$ cat src/rtl/seg_xlate_pkg.sv
package seg_xlate_pkg;
  localparam int NUM_SEG   = 6;
  localparam int SEG_IDX_W = 3;
  localparam int SEL_W     = 16;
  localparam int DESC_W    = 64;
  localparam int PL_W      = 2;
  localparam int ACC_W     = 8;
  localparam int CODE_SEG  = 0;
  localparam logic [SEG_IDX_W-1:0] LAST_SEG = SEG_IDX_W'(NUM_SEG - 1);

  typedef enum logic [1:0] {
    LD_IDLE,
    LD_READ,
    LD_CHECK,
    LD_FILL
  } ld_state_e;
endpackage

$ cat src/rtl/seg_load_fsm.sv
module seg_load_fsm
  import seg_xlate_pkg::*;
#(
  parameter int BASE_W = 24,
  parameter int OFF_W  = 16,
  parameter bit WIDE   = 1'b0
) (
  input  logic                 clk,
  input  logic                 rst_n,
  input  logic [BASE_W-1:0]    glob_tbl_base,
  input  logic [BASE_W-1:0]    loc_tbl_base,
  input  logic [PL_W-1:0]      cpl,
  input  logic                 ld_req,
  input  logic [SEG_IDX_W-1:0] ld_seg,
  input  logic [SEL_W-1:0]     ld_sel,
  output logic                 ld_busy,
  output logic                 ld_done,
  output logic                 ld_fault,
  output logic [SEL_W-1:0]     ld_fault_sel,
  output logic                 mrd_req,
  output logic [BASE_W-1:0]    mrd_addr,
  input  logic                 mrd_ack,
  input  logic [DESC_W-1:0]    mrd_data,
  output logic [SEG_IDX_W-1:0] busy_seg,
  output logic                 wr_en,
  output logic [SEG_IDX_W-1:0] wr_idx,
  output logic [SEL_W-1:0]     wr_sel,
  output logic [BASE_W-1:0]    wr_base,
  output logic [OFF_W-1:0]     wr_limit,
  output logic [ACC_W-1:0]     wr_acc
);
  ld_state_e             state_q, state_d;
  logic [SEL_W-1:0]      sel_q;
  logic [SEG_IDX_W-1:0]  seg_q;
  logic [DESC_W-1:0]     desc_q;
  logic                  take_req, take_desc;
  logic [PL_W-1:0]       rpl, dpl, eff_pl;
  logic                  priv_ok;
  logic [BASE_W-1:0]     tbl_base;

  assign take_req  = (state_q == LD_IDLE) && ld_req;
  assign take_desc = (state_q == LD_READ) && mrd_ack;

  // privilege rule on the latched selector and fetched descriptor
  assign rpl     = sel_q[1:0];
  assign dpl     = desc_q[46:45];
  assign eff_pl  = (cpl > rpl) ? cpl : rpl;
  assign priv_ok = (eff_pl <= dpl) && (seg_q <= LAST_SEG);

  always_comb begin
    state_d = state_q;
    case (state_q)
      LD_IDLE:  if (ld_req)  state_d = LD_READ;
      LD_READ:  if (mrd_ack) state_d = LD_CHECK;
      LD_CHECK: state_d = priv_ok ? LD_FILL : LD_IDLE;
      LD_FILL:  state_d = LD_IDLE;
      default:  state_d = LD_IDLE;
    endcase
  end

  always_ff @(posedge clk or negedge rst_n) begin
    if (!rst_n) state_q <= LD_IDLE;
    else        state_q <= state_d;
  end

  always_ff @(posedge clk or negedge rst_n) begin
    if (!rst_n) begin
      sel_q  <= '0;
      seg_q  <= '0;
      desc_q <= '0;
    end else begin
      if (take_req) begin
        sel_q <= ld_sel;
        seg_q <= ld_seg;
      end
      if (take_desc) desc_q <= mrd_data;
    end
  end

  assign tbl_base = sel_q[2] ? loc_tbl_base : glob_tbl_base;
  assign mrd_addr = tbl_base + BASE_W'({sel_q[15:3], 3'b000});
  assign mrd_req  = (state_q == LD_READ);

  assign ld_busy      = (state_q != LD_IDLE);
  assign ld_done      = (state_q == LD_FILL);
  assign ld_fault     = (state_q == LD_CHECK) && !priv_ok;
  assign ld_fault_sel = sel_q;
  assign busy_seg     = seg_q;

  assign wr_en  = (state_q == LD_FILL);
  assign wr_idx = seg_q;
  assign wr_sel = sel_q;
  assign wr_acc = desc_q[47:40];

  generate
    if (WIDE) begin : g_wide
      logic unused_flags;
      assign unused_flags = ^desc_q[55:52];
      assign wr_base  = BASE_W'({desc_q[63:56], desc_q[39:16]});
      assign wr_limit = OFF_W'({desc_q[51:48], desc_q[15:0]});
    end else begin : g_narrow
      logic unused_hi;
      assign unused_hi = ^desc_q[63:48];
      assign wr_base  = BASE_W'(desc_q[39:16]);
      assign wr_limit = OFF_W'(desc_q[15:0]);
    end
  endgenerate

  assert_hold_addr_R1 : assert property (@(posedge clk) disable iff (!rst_n)
    mrd_req && !mrd_ack |=> mrd_req && $stable(mrd_addr));

  assert_done_frees_R5 : assert property (@(posedge clk) disable iff (!rst_n)
    ld_done |=> !ld_busy);
endmodule

$ cat src/rtl/seg_cache_file.sv
module seg_cache_file
  import seg_xlate_pkg::*;
#(
  parameter int BASE_W = 24,
  parameter int OFF_W  = 16
) (
  input  logic                 clk,
  input  logic                 rst_n,
  input  logic                 wr_en,
  input  logic [SEG_IDX_W-1:0] wr_idx,
  input  logic [SEL_W-1:0]     wr_sel,
  input  logic [BASE_W-1:0]    wr_base,
  input  logic [OFF_W-1:0]     wr_limit,
  input  logic [ACC_W-1:0]     wr_acc,
  input  logic [SEG_IDX_W-1:0] rd_idx,
  output logic                 rd_ok,
  output logic [SEL_W-1:0]     rd_sel,
  output logic [BASE_W-1:0]    rd_base,
  output logic [OFF_W-1:0]     rd_limit,
  output logic [ACC_W-1:0]     rd_acc,
  output logic [PL_W-1:0]      cpl
);
  localparam int SLOTS = 2 ** SEG_IDX_W;

  logic [SEL_W-1:0]  sel_a  [SLOTS];
  logic [BASE_W-1:0] base_a [SLOTS];
  logic [OFF_W-1:0]  lim_a  [SLOTS];
  logic [ACC_W-1:0]  acc_a  [SLOTS];

  generate
    for (genvar i = 0; i < SLOTS; i++) begin : g_slot
      if (i < NUM_SEG) begin : g_live
        logic              hit;
        logic [SEL_W-1:0]  sel_r;
        logic [BASE_W-1:0] base_r;
        logic [OFF_W-1:0]  lim_r;
        logic [ACC_W-1:0]  acc_r;
        assign hit = wr_en && (wr_idx == SEG_IDX_W'(i));
        always_ff @(posedge clk or negedge rst_n) begin
          if (!rst_n) begin
            sel_r  <= '0;
            base_r <= '0;
            lim_r  <= '1;
            acc_r  <= '0;
          end else if (hit) begin
            sel_r  <= wr_sel;
            base_r <= wr_base;
            lim_r  <= wr_limit;
            acc_r  <= wr_acc;
          end
        end
        assign sel_a[i]  = sel_r;
        assign base_a[i] = base_r;
        assign lim_a[i]  = lim_r;
        assign acc_a[i]  = acc_r;
      end else begin : g_none
        assign sel_a[i]  = '0;
        assign base_a[i] = '0;
        assign lim_a[i]  = '0;
        assign acc_a[i]  = '0;
      end
    end
  endgenerate

  assign rd_ok    = (rd_idx <= LAST_SEG);
  assign rd_sel   = sel_a[rd_idx];
  assign rd_base  = base_a[rd_idx];
  assign rd_limit = lim_a[rd_idx];
  assign rd_acc   = acc_a[rd_idx];
  assign cpl      = sel_a[CODE_SEG][1:0];

  assert_fill_slot_R8 : assert property (@(posedge clk) disable iff (!rst_n)
    wr_en |-> wr_idx <= LAST_SEG);
endmodule

$ cat src/rtl/seg_addr_path.sv
module seg_addr_path
  import seg_xlate_pkg::*;
#(
  parameter int BASE_W = 24,
  parameter int OFF_W  = 16
) (
  input  logic                 clk,
  input  logic                 rst_n,
  input  logic                 xl_req,
  input  logic [SEG_IDX_W-1:0] xl_seg,
  input  logic [OFF_W-1:0]     xl_off,
  input  logic                 ld_busy,
  input  logic [SEG_IDX_W-1:0] busy_seg,
  output logic [SEG_IDX_W-1:0] rd_idx,
  input  logic                 rd_ok,
  input  logic [SEL_W-1:0]     rd_sel,
  input  logic [BASE_W-1:0]    rd_base,
  input  logic [OFF_W-1:0]     rd_limit,
  input  logic [ACC_W-1:0]     rd_acc,
  output logic                 xl_stall,
  output logic                 xl_valid,
  output logic [BASE_W-1:0]    xl_lin,
  output logic                 xl_gp,
  output logic [SEL_W-1:0]     xl_sel,
  output logic [ACC_W-1:0]     xl_acc
);
  logic              accept, fault;
  logic [BASE_W-1:0] sum;

  assign rd_idx   = xl_seg;
  assign xl_stall = xl_req && ld_busy && (xl_seg == busy_seg);
  assign accept   = xl_req && !xl_stall;
  assign fault    = !rd_ok || (xl_off > rd_limit);
  assign sum      = rd_base + BASE_W'(xl_off);

  always_ff @(posedge clk or negedge rst_n) begin
    if (!rst_n) xl_valid <= 1'b0;
    else        xl_valid <= accept;
  end

  always_ff @(posedge clk or negedge rst_n) begin
    if (!rst_n) begin
      xl_lin <= '0;
      xl_gp  <= 1'b0;
      xl_sel <= '0;
      xl_acc <= '0;
    end else if (accept) begin
      xl_lin <= fault ? '0 : sum;
      xl_gp  <= fault;
      xl_sel <= rd_sel;
      xl_acc <= rd_acc;
    end
  end

  assert_stall_blocks_R9 : assert property (@(posedge clk) disable iff (!rst_n)
    xl_req && xl_stall |=> !xl_valid);

  assert_bad_index_R8 : assert property (@(posedge clk) disable iff (!rst_n)
    xl_req && !xl_stall && (xl_seg > LAST_SEG) |=> xl_valid && xl_gp);

  assert_gp_clears_R7 : assert property (@(posedge clk) disable iff (!rst_n)
    xl_valid && xl_gp |-> xl_lin == '0);
endmodule

$ cat src/rtl/seg_xlate_unit.sv
module seg_xlate_unit
  import seg_xlate_pkg::*;
#(
  parameter  bit WIDE   = 1'b0,
  localparam int BASE_W = WIDE ? 32 : 24,
  localparam int OFF_W  = WIDE ? 32 : 16
) (
  input  logic              clk,
  input  logic              rst_n,
  input  logic [BASE_W-1:0] glob_tbl_base,
  input  logic [BASE_W-1:0] loc_tbl_base,
  input  logic              ld_req,
  input  logic [2:0]        ld_seg,
  input  logic [15:0]       ld_sel,
  output logic              ld_busy,
  output logic              ld_done,
  output logic              ld_fault,
  output logic [15:0]       ld_fault_sel,
  output logic              mrd_req,
  output logic [BASE_W-1:0] mrd_addr,
  input  logic              mrd_ack,
  input  logic [63:0]       mrd_data,
  input  logic              xl_req,
  input  logic [2:0]        xl_seg,
  input  logic [OFF_W-1:0]  xl_off,
  output logic              xl_stall,
  output logic              xl_valid,
  output logic [BASE_W-1:0] xl_lin,
  output logic              xl_gp,
  output logic [15:0]       xl_sel,
  output logic [7:0]        xl_acc
);
  logic                 rst_meta_q, rst_sync_q;
  logic [PL_W-1:0]      cpl;
  logic [SEG_IDX_W-1:0] busy_seg, rd_idx;
  logic                 wr_en, rd_ok;
  logic [SEG_IDX_W-1:0] wr_idx;
  logic [SEL_W-1:0]     wr_sel, rd_sel;
  logic [BASE_W-1:0]    wr_base, rd_base;
  logic [OFF_W-1:0]     wr_limit, rd_limit;
  logic [ACC_W-1:0]     wr_acc, rd_acc;

  // reset asserts at once, leaves two clocks after the pin rises
  always_ff @(posedge clk or negedge rst_n) begin
    if (!rst_n) begin
      rst_meta_q <= 1'b0;
      rst_sync_q <= 1'b0;
    end else begin
      rst_meta_q <= 1'b1;
      rst_sync_q <= rst_meta_q;
    end
  end

  seg_load_fsm #(.BASE_W(BASE_W), .OFF_W(OFF_W), .WIDE(WIDE)) u_load (
    .clk(clk), .rst_n(rst_sync_q),
    .glob_tbl_base(glob_tbl_base), .loc_tbl_base(loc_tbl_base), .cpl(cpl),
    .ld_req(ld_req), .ld_seg(ld_seg), .ld_sel(ld_sel),
    .ld_busy(ld_busy), .ld_done(ld_done), .ld_fault(ld_fault),
    .ld_fault_sel(ld_fault_sel),
    .mrd_req(mrd_req), .mrd_addr(mrd_addr), .mrd_ack(mrd_ack), .mrd_data(mrd_data),
    .busy_seg(busy_seg), .wr_en(wr_en), .wr_idx(wr_idx), .wr_sel(wr_sel),
    .wr_base(wr_base), .wr_limit(wr_limit), .wr_acc(wr_acc)
  );

  seg_cache_file #(.BASE_W(BASE_W), .OFF_W(OFF_W)) u_cache (
    .clk(clk), .rst_n(rst_sync_q),
    .wr_en(wr_en), .wr_idx(wr_idx), .wr_sel(wr_sel), .wr_base(wr_base),
    .wr_limit(wr_limit), .wr_acc(wr_acc),
    .rd_idx(rd_idx), .rd_ok(rd_ok), .rd_sel(rd_sel), .rd_base(rd_base),
    .rd_limit(rd_limit), .rd_acc(rd_acc), .cpl(cpl)
  );

  seg_addr_path #(.BASE_W(BASE_W), .OFF_W(OFF_W)) u_addr (
    .clk(clk), .rst_n(rst_sync_q),
    .xl_req(xl_req), .xl_seg(xl_seg), .xl_off(xl_off),
    .ld_busy(ld_busy), .busy_seg(busy_seg),
    .rd_idx(rd_idx), .rd_ok(rd_ok), .rd_sel(rd_sel), .rd_base(rd_base),
    .rd_limit(rd_limit), .rd_acc(rd_acc),
    .xl_stall(xl_stall), .xl_valid(xl_valid), .xl_lin(xl_lin), .xl_gp(xl_gp),
    .xl_sel(xl_sel), .xl_acc(xl_acc)
  );
endmodule

$ cat config.mk
export PLATFORM = sky130hd
export DESIGN_NAME = seg_xlate_unit
export DESIGN_NICKNAME = d
export VERILOG_FILES = /design/src/rtl/seg_xlate_pkg.sv /design/src/rtl/seg_load_fsm.sv /design/src/rtl/seg_cache_file.sv /design/src/rtl/seg_addr_path.sv /design/src/rtl/seg_xlate_unit.sv
export SDC_FILE = /design/constraint.sdc
export NUM_CORES = 1
export LEC_CHECK = 0
export BUFFER_PORTS_ARGS = -buffer_cell sky130_fd_sc_hd__buf_2
export CAP_MARGIN = 15
export CELL_PAD_IN_SITES_DETAIL_PLACEMENT = 0
export CELL_PAD_IN_SITES_GLOBAL_PLACEMENT = 2
export CORE_MARGIN = 3
export CORE_UTILIZATION = 40
export CTS_CLUSTER_DIAMETER = 80
export DETAILED_ROUTE_END_ITERATION = 10
export PLACE_DENSITY = 0.86
export SETUP_SLACK_MARGIN = 0.02
export SLEW_MARGIN = 20
export SYNTH_ARGS = -nofsm -noshare
export SYNTH_HDL_FRONTEND = slang
export SYNTH_SLANG_ARGS = --single-unit
$ cat constraint.sdc
create_clock -name clk -period 22.7 [get_ports clk]
set_input_delay 2.27 -clock clk [delete_from_list [all_inputs] [get_ports clk]]
set_output_delay 2.27 -clock clk [all_outputs]
set_load 0.03 [all_outputs]
==> impl_metrics.sql <==
INSERT INTO impl_metrics (metric_group, metric, value, unit) VALUES
('final_layout', 'most-common-layout-cells', 'sky130_fd_sc_hd__mux2_2, sky130_fd_sc_hd__dfrtp_1, sky130_fd_sc_hd__buf_2', ''),
('final_layout', 'fin_cells', '2784', ''),
('grt', 'grt_max_degree', '81', ''),
('clock_tree', 'cts_resized', '0', ''),
('floorplanning', 'row_count', '89', ''),
('setup_path', 'crit_type', 'in2out', ''),
('floorplanning', 'die-width', '251', 'um'),
('synthesis', 'synth_cells', '1751', ''),
('setup_path', 'critical_path_arrival', '5000', 'ps'),
('synthesis', 'synth_area_per_cell', '13.7', 'um2'),
('synthesis', 'ys_seq_elements', '505', ''),
('timing', 'clock.fmax', '137', 'MHz'),
('place', 'number_of_buffers_inserted_by_port_buffering', '233', ''),
('synthesis', 'post-synth-top-area-fraction', '42.7', '%'),
('pwr', 'netSwitchingPower', '1350', 'uW'),
('timing', 'final_max_slew_viol_count', '0', ''),
('timing', 'finalWorstPathRequiredPeriod', '7270', 'ps'),
('synthesis', 'synth_edf_count', '0', ''),
('timing', 'final.period_utilization', '32.0', '%'),
('synthesis', 'cell_area_after_synthesis', '0.0240', 'mm2'),
('clock_tree', 'setup_fix_buffers_added_after_clock_tree_synthesis', '0', ''),
('setup_path', 'critPathLaunchType', 'input pin', ''),
('final_layout', 'design.final.nets', '2172', ''),
('drt', 'drc', '0', ''),
('timing', 'hold_slack', '240', 'ps'),
('floorplanning', 'core-area', '0.0591', 'mm2'),
('clock_tree', 'clk_transition_reported_paths', '60', 'ps'),
('outcome', 'outcome', 'finished, final reports clean', ''),
('floorplanning', 'num_io_pins', '250', ''),
('drt', 'route.detailed.vias_per_inst', '5.39', ''),
('pwr', 'power.share.sequential', '42.1', '%'),
('clock_tree', 'ctsHtreeMaxLevel', '2', ''),
('synthesis', 'synth_unique_cells', '67', ''),
('clock_tree', 'cts.root.buffer_cell', 'sky130_fd_sc_hd__clkbuf_16', ''),
('pwr', 'max-vdd-ir-drop', '0.000111', 'V'),
('final_layout', 'drive_gt1_share', '48.8', '%'),
('floorplanning', 'initial_core_util', '40.6', '%'),
('pwr', 'cellInternalPower', '2510', 'uW'),
('clock_tree', 'postCtsHoldBufs', '0', ''),
('synthesis', 'synthArstFlopShare', '100', '%'),
('synthesis', 'synthesis.nets', '1958', ''),
('pwr', 'pwr_density_cell', '139', 'mW/mm2'),
('timing', 'slew-limit-headroom', '32.5', '%'),
('pwr', 'power_switching_share', '35.1', '%'),
('min_path', 'tightest_hold_check_type', 'reg2async', ''),
('synthesis', 'ys_top_cells_by_area', 'sky130_fd_sc_hd__dfrtp_1, sky130_fd_sc_hd__mux2_2, sky130_fd_sc_hd__dfstp_2', ''),
('final_layout', 'final_common_cell', 'sky130_fd_sc_hd__mux2_2', ''),
('timing', 'worst_margin_slew', '1010', 'ps'),
('drt', 'route.vias.total', '15000', ''),
('setup_path', 'worstPathRequired', '20430', 'ps'),
('synthesis', 'synthesis.yosys.warnings', '0', ''),
('final_layout', 'ff_latch_area', '0.0128', 'mm2'),
('drt', 'route.antenna.remaining_nets', '0', ''),
('clock_tree', 'number_of_buffers_inserted_during_clock_tree_synthesis', '55', ''),
('place', 'post-place-cells', '2679', ''),
('pwr', 'pwr-share-comb', '35.1', '%'),
('timing', 'rsz_0062_raised_after_global_routing', 'false', ''),
('final_layout', 'footprint_of_the_multi_input_gates', '0.0107', 'mm2'),
('synthesis', 'synthDominantAreaCellType', 'sky130_fd_sc_hd__dfrtp_1', ''),
('setup_path', 'worstSetupEndpointType', 'output pin', ''),
('timing', 'count_of_endpoints_failing_setup_in_the_final_report', '0', ''),
('grt', 'globalRoute.totalOverflow', '0', ''),
('floorplanning', 'die_height', '251', 'um'),
('flow_run', 'number_of_maximum_capacitance_violations', '0', ''),
('pwr', 'total_leakage_power', '0.0126', 'uW'),
('clock_tree', 'clock_sinks', '505', ''),
('place', 'gp_congestion', '0.836', ''),
('timing', 'finalWorstSetupSlack', '15430', 'ps'),
('drt', 'wl_per_cell', '20.9', 'um'),
('timing', 'setup_tns', '0', 'ps'),
('grt', 'antenna_found_initial', '3', '');
## area by class of cell
| class | instances | share of cell area (%) |
|---|---|---|
| Sequential cell | 505 | 46.0 |
| Antenna cell | 1 | 0.00903 |
| Timing Repair Buffer | 257 | 5.03 |
| Clock buffer | 86 | 5.93 |
| Tap cell | 773 | 3.49 |
| Clock inverter | 16 | 0.560 |
| Inverter | 22 | 0.298 |
| Multi-Input combinational cell | 1124 | 38.7 |
## worst max-delay path: stages
cell                       delay [ps]
sky130_fd_sc_hd__buf_2             90
sky130_fd_sc_hd__mux2_2           260
sky130_fd_sc_hd__ha_1             230
sky130_fd_sc_hd__fa_1             420
sky130_fd_sc_hd__a21oi_1          240
sky130_fd_sc_hd__o211ai_1         200
sky130_fd_sc_hd__a41oi_1          310
sky130_fd_sc_hd__nor2b_1          120
sky130_fd_sc_hd__o21ai_1          280
sky130_fd_sc_hd__nor4b_1          110
sky130_fd_sc_hd__xnor2_1          210
sky130_fd_sc_hd__buf_2            240
## registers in the layout, summed over array words and instances, names as in the netlist
name,cells
rst_meta_q,1
rst_sync_q,1
u_addr.xl_acc,8
u_addr.xl_gp,1
u_addr.xl_lin,24
u_addr.xl_sel,16
u_addr.xl_valid,1
u_cache.g_slot.g_live.acc_r,48
u_cache.g_slot.g_live.base_r,144
u_cache.g_slot.g_live.lim_r,96
u_cache.g_slot.g_live.sel_r,96
u_load.busy_seg,3
u_load.desc_q,48
u_load.ld_fault_sel,16
u_load.state_q,2
## synth_stat cells (5+ instances only)
master,n
sky130_fd_sc_hd__dfstp_2,96
sky130_fd_sc_hd__dfrtp_1,409
sky130_fd_sc_hd__buf_1,6
sky130_fd_sc_hd__mux4_2,61
sky130_fd_sc_hd__a21oi_1,97
sky130_fd_sc_hd__inv_1,21
sky130_fd_sc_hd__nand3_1,11
sky130_fd_sc_hd__mux2_2,462
sky130_fd_sc_hd__a21o_1,8
sky130_fd_sc_hd__ha_1,50
sky130_fd_sc_hd__xor2_1,11
sky130_fd_sc_hd__mux2i_1,75
sky130_fd_sc_hd__nor2_1,93
sky130_fd_sc_hd__o21a_1,5
sky130_fd_sc_hd__clkbuf_1,47
sky130_fd_sc_hd__a211oi_1,5
sky130_fd_sc_hd__xnor2_1,27
sky130_fd_sc_hd__a22o_1,22
sky130_fd_sc_hd__nand2b_1,6
sky130_fd_sc_hd__o21ai_0,55
sky130_fd_sc_hd__buf_2,37
sky130_fd_sc_hd__buf_4,5
sky130_fd_sc_hd__o211ai_1,7
sky130_fd_sc_hd__nand2_1,62
## stage by stage
| stage | cell area (um2) | util, % |
|---|---|---|
| global route | 27700 | 46.9 |
| CTS | 27700 | 46.8 |
| detailed placement | 25900 | 43.7 |
| global placement | 25900 | 43.7 |
| floorplan | 24000 | - |
| finish | 27700 | 46.9 |
## cells by family after synthesis
| kind of cell | Yosys count | synth area share, % |
|---|---|---|
| AOI/OAI and AO/OA | 236 | 6.14 |
| xor gates and xnor gates | 38 | 1.39 |
| adders and majority gates | 52 | 2.78 |
| buffers and inverters | 122 | 2.39 |
| DFF | 505 | 53.2 |
| muxes | 598 | 30.5 |
| other | 1 | 0.0156 |
| and+or+nand+nor | 199 | 3.56 |
## power by group through the flow
stage	Clock (uW)	Combinational [uW]	Sequential (uW)
2_1_floorplan	0	962	1640
3_3_place_gp	0	1340	1610
3_5_place_dp	0	1370	1640
4_1_cts	905	1370	1630
5_1_grt	942	1480	1680
6_report	879	1360	1620
## metal layers
metal	up-vias	global-route usage (%)	routed length, um
met5	-	0	22
met4	4	4.38	1040
met3	74	3.17	2520
met2	308	32.0	28700
met1	7800	24.3	25900
li1	6820	-	-
## worst paths after layout
path,to,cells past startpoint,slack [ps],startpoint
worst min-delay path,u_addr.xl_sel[1],0,240,rst_sync_q
max in group asynchronous,u_cache.g_slot[5].g_live.base_r[10],5,19370,rst_sync_q
worst max register to register,u_addr.xl_lin[20],12,19150,u_cache.g_slot[0].g_live.base_r[0]
worst max-delay path,mrd_addr[23],12,15430,loc_tbl_base[3]
worst min register to register,u_addr.xl_sel[1],0,240,rst_sync_q
min in group clk,rst_sync_q,0,350,rst_meta_q
Note: power is estimated with default switching activity, not from simulation.
